**src/rtl/isc_pkg.sv**
```systemverilog
package isc_pkg;

    typedef enum logic [2:0] {
        ST_ADDR   = 3'd0,
        ST_FETCH  = 3'd1,
        ST_DECODE = 3'd2,
        ST_OADDR  = 3'd3,
        ST_OFETCH = 3'd4,
        ST_EXEC   = 3'd5,
        ST_STORE  = 3'd6,
        ST_IRQ    = 3'd7
    } isc_state_e;

    typedef struct packed {
        logic opnd;
        logic store;
        logic jump;
        logic rti;
    } isc_class_t;

endpackage

```
**src/rtl/isc_fsm.sv**
```systemverilog
module isc_fsm
    import isc_pkg::*;
(
    input  logic       clk,
    input  logic       rst_n,
    input  logic       mem_ready,
    input  logic       take_irq,
    input  isc_class_t class_in,
    output isc_state_e state,
    output isc_class_t class_q
);

    isc_state_e nxt;

    // state register and class latch
    always_ff @(posedge clk) begin
        if (!rst_n) begin
            state   <= ST_ADDR;
            class_q <= '0;
        end else begin
            state <= nxt;
            if (state == ST_DECODE) begin
                class_q <= class_in;
            end
        end
    end

    // next-state logic
    always_comb begin
        nxt = state;
        unique case (state)
            ST_ADDR:   nxt = ST_FETCH;
            ST_FETCH:  nxt = mem_ready ? ST_DECODE : ST_FETCH;
            ST_DECODE: nxt = (class_in.opnd || class_in.store) ? ST_OADDR : ST_EXEC;
            ST_OADDR:  nxt = class_q.opnd ? ST_OFETCH : ST_EXEC;
            ST_OFETCH: nxt = mem_ready ? ST_EXEC : ST_OFETCH;
            ST_EXEC: begin
                if (class_q.store)  nxt = ST_STORE;
                else if (take_irq)  nxt = ST_IRQ;
                else                nxt = ST_ADDR;
            end
            ST_STORE: begin
                if (!mem_ready)     nxt = ST_STORE;
                else if (take_irq)  nxt = ST_IRQ;
                else                nxt = ST_ADDR;
            end
            ST_IRQ:    nxt = ST_ADDR;
        endcase
    end


    addr_to_fetch_chk: assert property (@(posedge clk) disable iff (!rst_n)
        state == ST_ADDR |=> state == ST_FETCH);

endmodule

```
**src/rtl/isc_pc_unit.sv**
```systemverilog
module isc_pc_unit
    import isc_pkg::*;
#(
    parameter int          AW           = 8,
    parameter logic [AW-1:0] RESET_ADDR   = '0,
    parameter logic [AW-1:0] HANDLER_ADDR = '0,
    parameter logic        IE_RESET     = 1'b1
) (
    input  logic          clk,
    input  logic          rst_n,
    input  logic          irq_enter,
    input  logic          fetch_done,
    input  logic          do_rti,
    input  logic          do_jump,
    input  logic [AW-1:0] jump_addr,
    output logic [AW-1:0] pc,
    output logic [AW-1:0] epc,
    output logic          ie
);

    localparam logic [AW-1:0] PC_STEP = AW'(1);

    always_ff @(posedge clk) begin
        if (!rst_n) begin
            pc  <= RESET_ADDR;
            epc <= '0;
            ie  <= IE_RESET;
        end else if (irq_enter) begin
            epc <= pc;
            pc  <= HANDLER_ADDR;
            ie  <= 1'b0;
        end else if (fetch_done) begin
            pc <= pc + PC_STEP;
        end else if (do_rti) begin
            pc <= epc;
            ie <= 1'b1;
        end else if (do_jump) begin
            pc <= jump_addr;
        end
    end


    irq_entry_chk: assert property (@(posedge clk) disable iff (!rst_n)
        irq_enter |=> pc == HANDLER_ADDR && !ie && epc == $past(pc));


    rti_restore_chk: assert property (@(posedge clk) disable iff (!rst_n)
        do_rti && !irq_enter && !fetch_done |=> pc == $past(epc) && ie);

endmodule

```
**src/rtl/isc_mem_port.sv**
```systemverilog
module isc_mem_port
    import isc_pkg::*;
#(
    parameter int AW = 8,
    parameter int DW = 16
) (
    input  logic          clk,
    input  logic          rst_n,
    input  isc_state_e    state,
    input  logic [AW-1:0] pc,
    input  logic [AW-1:0] opnd_addr,
    input  logic [DW-1:0] mem_rdata,
    input  logic          mem_ready,
    output logic          mem_req,
    output logic          mem_we,
    output logic [AW-1:0] mem_addr,
    output logic [DW-1:0] ir,
    output logic          opnd_strobe
);

    logic [AW-1:0] oaddr_q;

    always_ff @(posedge clk) begin
        if (!rst_n) begin
            oaddr_q <= '0;
            ir      <= '0;
        end else begin
            if (state == ST_OADDR) begin
                oaddr_q <= opnd_addr;
            end
            if (state == ST_FETCH && mem_ready) begin
                ir <= mem_rdata;
            end
        end
    end

    always_comb begin
        mem_req     = 1'b0;
        mem_we      = 1'b0;
        mem_addr    = oaddr_q;
        opnd_strobe = 1'b0;
        unique case (state)
            ST_FETCH: begin
                mem_req  = 1'b1;
                mem_addr = pc;
            end
            ST_OFETCH: begin
                mem_req     = 1'b1;
                opnd_strobe = mem_ready;
            end
            ST_STORE: begin
                mem_req = 1'b1;
                mem_we  = 1'b1;
            end
            ST_ADDR, ST_DECODE, ST_OADDR, ST_EXEC, ST_IRQ: begin
                mem_req = 1'b0;
            end
        endcase
    end


    mem_wait_chk: assert property (@(posedge clk) disable iff (!rst_n)
        mem_req && !mem_ready |=> state == $past(state) && mem_addr == $past(mem_addr));

endmodule

```
**src/rtl/instr_seq_ctrl.sv**
```systemverilog
module instr_seq_ctrl
    import isc_pkg::*;
#(
    parameter int            AW           = 8,
    parameter int            DW           = 16,
    parameter logic [AW-1:0] RESET_ADDR   = '0,
    parameter logic [AW-1:0] HANDLER_ADDR = AW'(8'hC0),
    parameter logic          IE_RESET     = 1'b1
) (
    input  logic          clk,
    input  logic          rst_n,
    output logic          mem_req,
    output logic          mem_we,
    output logic [AW-1:0] mem_addr,
    input  logic [DW-1:0] mem_rdata,
    input  logic          mem_ready,
    input  logic          irq,
    input  logic          dec_opnd,
    input  logic          dec_store,
    input  logic          dec_jump,
    input  logic          dec_rti,
    input  logic [AW-1:0] opnd_addr,
    input  logic [AW-1:0] jump_addr,
    output logic [2:0]    state_o,
    output logic [DW-1:0] ir_o,
    output logic [AW-1:0] pc_o,
    output logic [AW-1:0] epc_o,
    output logic          ie_o,
    output logic          opnd_strobe,
    output logic          exec_strobe
);

    localparam logic [AW-1:0] PC_STEP = AW'(1);

    isc_state_e state;
    isc_class_t class_in;
    isc_class_t class_q;
    logic       take_irq;
    logic       fetch_done;

    assign class_in   = '{opnd: dec_opnd, store: dec_store, jump: dec_jump, rti: dec_rti};
    assign take_irq   = irq && ie_o;
    assign fetch_done = (state == ST_FETCH) && mem_ready;

    isc_fsm u_fsm (
        .clk       (clk),
        .rst_n     (rst_n),
        .mem_ready (mem_ready),
        .take_irq  (take_irq),
        .class_in  (class_in),
        .state     (state),
        .class_q   (class_q)
    );

    isc_pc_unit #(
        .AW           (AW),
        .RESET_ADDR   (RESET_ADDR),
        .HANDLER_ADDR (HANDLER_ADDR),
        .IE_RESET     (IE_RESET)
    ) u_pc (
        .clk        (clk),
        .rst_n      (rst_n),
        .irq_enter  (state == ST_IRQ),
        .fetch_done (fetch_done),
        .do_rti     ((state == ST_EXEC) && class_q.rti),
        .do_jump    ((state == ST_EXEC) && class_q.jump),
        .jump_addr  (jump_addr),
        .pc         (pc_o),
        .epc        (epc_o),
        .ie         (ie_o)
    );

    isc_mem_port #(
        .AW (AW),
        .DW (DW)
    ) u_mem (
        .clk         (clk),
        .rst_n       (rst_n),
        .state       (state),
        .pc          (pc_o),
        .opnd_addr   (opnd_addr),
        .mem_rdata   (mem_rdata),
        .mem_ready   (mem_ready),
        .mem_req     (mem_req),
        .mem_we      (mem_we),
        .mem_addr    (mem_addr),
        .ir          (ir_o),
        .opnd_strobe (opnd_strobe)
    );

    assign state_o     = state;
    assign exec_strobe = (state == ST_EXEC);


    fetch_advance_chk: assert property (@(posedge clk) disable iff (!rst_n)
        fetch_done |=> pc_o == $past(pc_o) + PC_STEP && ir_o == $past(mem_rdata));


    irq_take_chk: assert property (@(posedge clk) disable iff (!rst_n)
        state == ST_EXEC && !class_q.store && irq && ie_o |=> state == ST_IRQ);


    irq_mask_chk: assert property (@(posedge clk) disable iff (!rst_n)
        !ie_o |=> state != ST_IRQ);


    irq_leave_chk: assert property (@(posedge clk) disable iff (!rst_n)
        state == ST_IRQ |=> state == ST_ADDR);

endmodule

```
**config.mk**
```make
export PLATFORM = sky130hd
export DESIGN_NAME = instr_seq_ctrl
export DESIGN_NICKNAME = d
export VERILOG_FILES = /design/src/rtl/isc_pkg.sv /design/src/rtl/isc_fsm.sv /design/src/rtl/isc_pc_unit.sv /design/src/rtl/isc_mem_port.sv /design/src/rtl/instr_seq_ctrl.sv
export SDC_FILE = /design/constraint.sdc
export NUM_CORES = 1
export LEC_CHECK = 0
export ABC_AREA = 0
export BUFFER_PORTS_ARGS = -buffer_cell sky130_fd_sc_hd__buf_2
export CAP_MARGIN = 10
export CELL_PAD_IN_SITES_DETAIL_PLACEMENT = 1
export CELL_PAD_IN_SITES_GLOBAL_PLACEMENT = 2
export CORE_UTILIZATION = 25
export DETAILED_ROUTE_END_ITERATION = 12
export GPL_TIMING_DRIVEN = 0
export HOLD_SLACK_MARGIN = 0.12
export PLACE_DENSITY = 0.76
export SYNTH_ARGS = -nofsm -noshare
export SYNTH_HDL_FRONTEND = slang
export SYNTH_HIERARCHICAL = 1
export SYNTH_SLANG_ARGS = --single-unit
```
**constraint.sdc**
```tcl
create_clock -name clk -period 1.7 [get_ports clk]
set_input_delay 0.17 -clock clk [delete_from_list [all_inputs] [get_ports clk]]
set_output_delay 0.17 -clock clk [all_outputs]
set_load 0.01 [all_outputs]
```
* Word-level counts from Yosys, hierarchy flattened *
Index checks and enable logic that the tools add are counted.

word-level totals
  bits in registers = 48
  input bits = 40
  output and inout bits = 48
  logic and storage cells = 53

cells by class
  $add $sub $neg = 1
  equality and inequality tests = 8
  multiplexer cells = 19
  bitwise gates (word level) = 1
  reductions and logical operators = 13

operator list
  kind                 count
  $mux 8               5
  $pmux 3 s8           1
  $eq 3x3->1 const B   4
  $mux 3               4
  $add 8x1->8 const B  1
  $mux 1               7
  $eq 3x2->1 const B   2
  $reduce_or 5->1      1
  $logic_and 1x1->1    4
  $reduce_bool 4->1    1
  $eq 3x1->1 const B   1
  $logic_not 3->1      1
  $reduce_bool 3->1    1
  $reduce_or 3->1      1
  $mux 2               1
  $ne 2x1->1 const B   1
  $pmux 1 s2           1
  $reduce_and 2->1     1
  $reduce_bool 2->1    1
  $reduce_or 2->1      1
  $logic_or 1x1->1     1
  $not 1->1            1

* Depth between registers and ports, before layout *
  depth after elaboration = 6
  mapped depth = 7

* By module *
Netlist, hierarchy kept.

by module, submodules not included
  module          times used  cells each  area an instance (um^2)  seq. area each (um^2)
  isc_mem_port    1           119         1108.6                   480.5
  isc_pc_unit     1           110         902.1                    340.3
  isc_fsm         1           39          374.1                    140.1
  instr_seq_ctrl  1           6           58.8                     0.0

* Least setup slack after synthesis *
No wires, ideal clock.

  kind = flip-flop to flip-flop
  start point = reg u_fsm.state[2]
  end point = reg u_pc.pc[6]
  library setup time = 0.122 ns
  arrival time = 1.835 ns
  data required time = 1.578 ns
  setup slack = -0.256 ns
  stages on the path, launching flop included = 6
  path buffers = 1
  cell sequence = dfxtp_1 and4bb_2 buf_2 or3_4 or3_1 o311a_1

on the way
  elaborated cells on any way between the ends = 10
  those cells by class = eq/ne (3); mux (3); reduce/logical (4)

RTL lines
  element                   RTL line              text
  start: declaration        isc_fsm.sv:9          output isc_state_e state,
  start signal: assignment  isc_fsm.sv:21         state <= nxt;
  $eq 3x1->1 *              instr_seq_ctrl.sv:43  assign fetch_done = (state == ST_FETCH) && mem_ready;
  $logic_and 1x1->1 *       instr_seq_ctrl.sv:43
  net fetch_done            instr_seq_ctrl.sv:39  logic fetch_done;
  $mux 8                    isc_pc_unit.sv:32     end else if (fetch_done) begin
  $mux 8                    isc_pc_unit.sv:28     end else if (irq_enter) begin
  end signal: assignment    isc_pc_unit.sv:33     pc <= pc + PC_STEP;
  end signal: assignment    isc_pc_unit.sv:35     pc <= epc;
  end signal: assignment    isc_pc_unit.sv:38     pc <= jump_addr;
  end: declaration          isc_pc_unit.sv:16     output logic [AW-1:0] pc,

The timed path passes the listed nets; every way through them passes the cells marked *.
A chain may end at the register's enable or synchronous reset.

* Worst setup path in the final report *
  start point = reg u_fsm.state[1]
  end point = out mem_addr[0]

on the way
  cells in the longest elaborated chain, start to end = 2

ends and longest elaborated chain
  element           RTL line              text
  $eq 3x1->1        isc_mem_port.sv:42    unique case (state)
  $mux 8            isc_mem_port.sv:42
  end: declaration  instr_seq_ctrl.sv:14  output logic [AW-1:0] mem_addr,

No other way between the ends.

==> results.md <==
- Final Wtd Congestion: between 0.7 and 0.8
- CTS sink cnt: 48
- Critical path startpoint category: flip-flop
- Remaining antenna violation count: 0
- Drt drc: 0
- Post-DP HPWL: about 5300 um
- CP max FO: 9
- I/O pins: 88
- Endpoints failing setup: 8
- Power share of the sequential group: 44.2%
- Max Cap Viol: 0
- Synth Register Bits: 48
- Syn. warnings: 6
- Hold Crit Start: dec_jump
- Via/cell ratio: ~4.5
- Final Util: between 30% and 40%
- Share of Yosys cell area claimed by the top area cell type: between 30% and 40%
- Crit path time final: 1730 ps
- Fmax: 0.579 GHz
- Outcome: complete, but fails checks
- Routed WL per cell: 14.4 um
- RSZ-0062 raised after global routing: yes
- Worst Tran Pin Value: 510 ps
- Syn Inst Count: ~270
- Clock tree buffer depth: 2
- Post-synth EDFFs: 0
- Hold slack: about 130 ps
- Mean Syn Cell Area: approximately 8.9 um2
- CP Launch Point: u_fsm/state[1]$_SDFF_PN0_
- Initial Util: roughly a quarter
- Most common cell in the synthesized netlist: nand2_1
- Vias in the first global route: around 2500
- Leak pwr: 0.00154 uW
- Seq/Total Area, Yosys: between 30% and 40%
- Failing checks: negative setup slack
- Largest net degree at the start of global routing: 15
- Area contributors post-synth: dfxtp_1, mux2i_1, nand2_1
- Number of port buffers: 87
- Post-synthesis simple-gate area fraction: between 20 and 30%
- Worst EP arrival: roughly 1600 ps
- Crit Path Category: reg2out
- Most used DFF post-synth: dfxtp_1
- Mapped Nets: about 320
- Final WL: 7650 um
- Net Sw Frac: between 20% and 30%
- Vias: about 2400
- TritonCTS buffer count: 5
- Core Area: between 9000 and 10000 um2
- Die Area: 10200 um2
- Post-synth top cells: nand2_1, dfxtp_1, mux2i_1
- Area grow syn2layout: 46.7%
- H-tree level count: 2
- Final WS setup: -27.7 ps
- Largest family of logic cells by synthesized area: simple AND/OR/NAND/NOR gates
- # diodes: 0
- Clock Pin Slew Worst Setup and Hold Paths: roughly 100 ps
- Count of different cell masters after synthesis: just under 50
- CP endpoint kind: output port
- Area leader, netlist: dfxtp_1
- Grt ovf: 0
- Fraction of registers with async set/reset: 0%
- Max rail drop VDD: 0.391 mV
- Initial DRC Count: 40
- Ratio of cells with drive above 1 in the final layout: about a third
- Total Nets Final: 442
- Min-Delay Path Class: in2reg
- Combinational Power Share: a little under a quarter
- GRT Resource Usage Total: around 16%
- Pint: around 2100 uW
- Mux cell area share after synthesis: slightly below 20%
- Adder-cell share of the synthesized area: 0.512%
- Fin crit share: 102%
- TritonRoute pass-1 iters: 4
- Clock power share: 32.1%
- Final hold vios: 0
- Row cnt: 35
- Total power draw: 2870 uW
- Latest clock arrival within the worst-skew pair: 300 ps
- DIE HEIGHT: roughly 100 um
- Compound-Gate Fraction of Synth Area: a little over a tenth
- Relative slew slack: 66.0%
- Psw: around 800 uW
- Global-route wire length before repair: 12400 um
- Synth Area in XOR/XNOR: 0%
- Pwr/cell area: between 800 and 900 nW/um2
- Clock Skew: about 7.7 ps
- DIE WIDTH: slightly above 100 um
- Required time worst endpoint: ~1500 ps
- R2r startpoint: u_fsm/state[1]$_SDFF_PN0_
- Initial antenna violation count: 0
- Number of max-slew violations in the final report: 0
- Root buf cell: clkbuf_8
- CTS tree: yes
- Synthesized area: ~2400 um2
==> placed cells by master (no fill, tap or decap), types with 2 or more instances in the layout <==
cell / instances
buf_2: 82
nand2_1: 54
dfxtp_1: 45
mux2i_1: 38
dlygate4sd3_1: 23
nor2b_1: 17
buf_6: 11
a21oi_1: 11
buf_4: 10
nor2_1: 9
o21ai_0: 8
clkbuf_8: 7
mux2_2: 7
inv_1: 7
a221oi_1: 4
nor3_1: 4
buf_1: 3
nand2b_1: 3
nand3b_1: 3
dfxtp_4: 3
clkbuf_1: 3
nand3_1: 3
and2_1: 2
and4b_2: 2
nor3b_4: 2
a22oi_1: 2
a31oi_1: 2
nor4bb_1: 2
buf_12: 2
o22ai_1: 2
or3_1: 2
o21a_1: 2
==> final cells by class <==
class	instances	area [um2]
Inverter	7	26.3
Multi-Input combinational cell	203	1380
Clock inverter	1	30.0
Timing Repair Buffer	121	815
Clock buffer	7	96.3
Sequential cell	48	972
Fill cell	1147	5790
Buffer	15	108
Tap cell	129	161
==> critical path, stage by stage (launching register included) <==
cell     delay [ps]
dfxtp_4         390
nor3b_4         230
buf_12          150
mux2_2          350
buf_6           130
==> routing by layer <==
layer  global-route usage, %  vias to the layer above  wire (um)
met5                       0                        -          0
li1                        -                     1203          -
met1                    20.3                     1143       3600
met4                    4.01                        0         81
met3                    3.05                        5        286
met2                    26.7                       52       3680
==> power by group through the flow <==
| stage | registers, uW | logic (uW) | clock network, uW |
|---|---|---|---|
| floorplan | 1320 | 314 | 0 |
| finish | 1270 | 679 | 923 |
| detailed placement | 1320 | 526 | 0 |
| global placement | 1320 | 521 | 0 |
| CTS | 1270 | 664 | 962 |
| global route | 1290 | 743 | 1010 |
==> per-stage QoR <==
| stage | TNS [ps] | std cells | area, um2 | setup WS (ps) |
|---|---|---|---|---|
| after floorplan | 0 | 274 | 2450 | 0.193 |
| after global placement | -1040 | 490 | 3050 | -166 |
| after detailed placement | -1190 | 490 | 3050 | -145 |
| after CTS | -261 | 528 | 3530 | -41.6 |
| after global routing | -758 | 531 | 3580 | -97.9 |
| final | -140 | 531 | 3580 | -27.7 |
==> timing repair <==
action	in CTS	in global routing
pin swaps	1	4
setup endpoints to repair	17	16
hold buffers	23	0
endpoints found under the hold margin	23	0
gates cloned	0	0
gates resized for setup	11	11
buffers inserted	8	3
==> sequential cells by signal (all words and copies together), names as in the netlist <==
name / cells
u_mem/ir: 16
u_mem/oaddr_q: 8
u_pc/epc: 8
u_pc/pc: 8
u_fsm/class_q: 4
u_fsm/state: 3
u_pc/ie: 1
==> kinds of logic (layout without fill, tap and decap cells) <==
| logic type | after synthesis | after routing |
|---|---|---|
| AOI/OAI and AO/OA | 40 | 40 |
| adders and majority gates | 1 | 1 |
| buffers and inverters | 23 | 151 |
| DFF | 48 | 48 |
| muxes | 46 | 46 |
| and+or+nand+nor | 116 | 116 |
==> worst paths after layout <==
check	slack, ps	depth (start not counted)	to
min	130	3	u_fsm/class_q[1]$_SDFFE_PN0P_
max	-30	4	mem_addr[0]
min reg2reg	460	2	u_mem/ir[8]$_SDFFE_PN0P_
max reg2reg	0	5	u_pc/pc[6]$_SDFFE_PN0P_
Note: power is estimated with default switching activity, not from simulation.
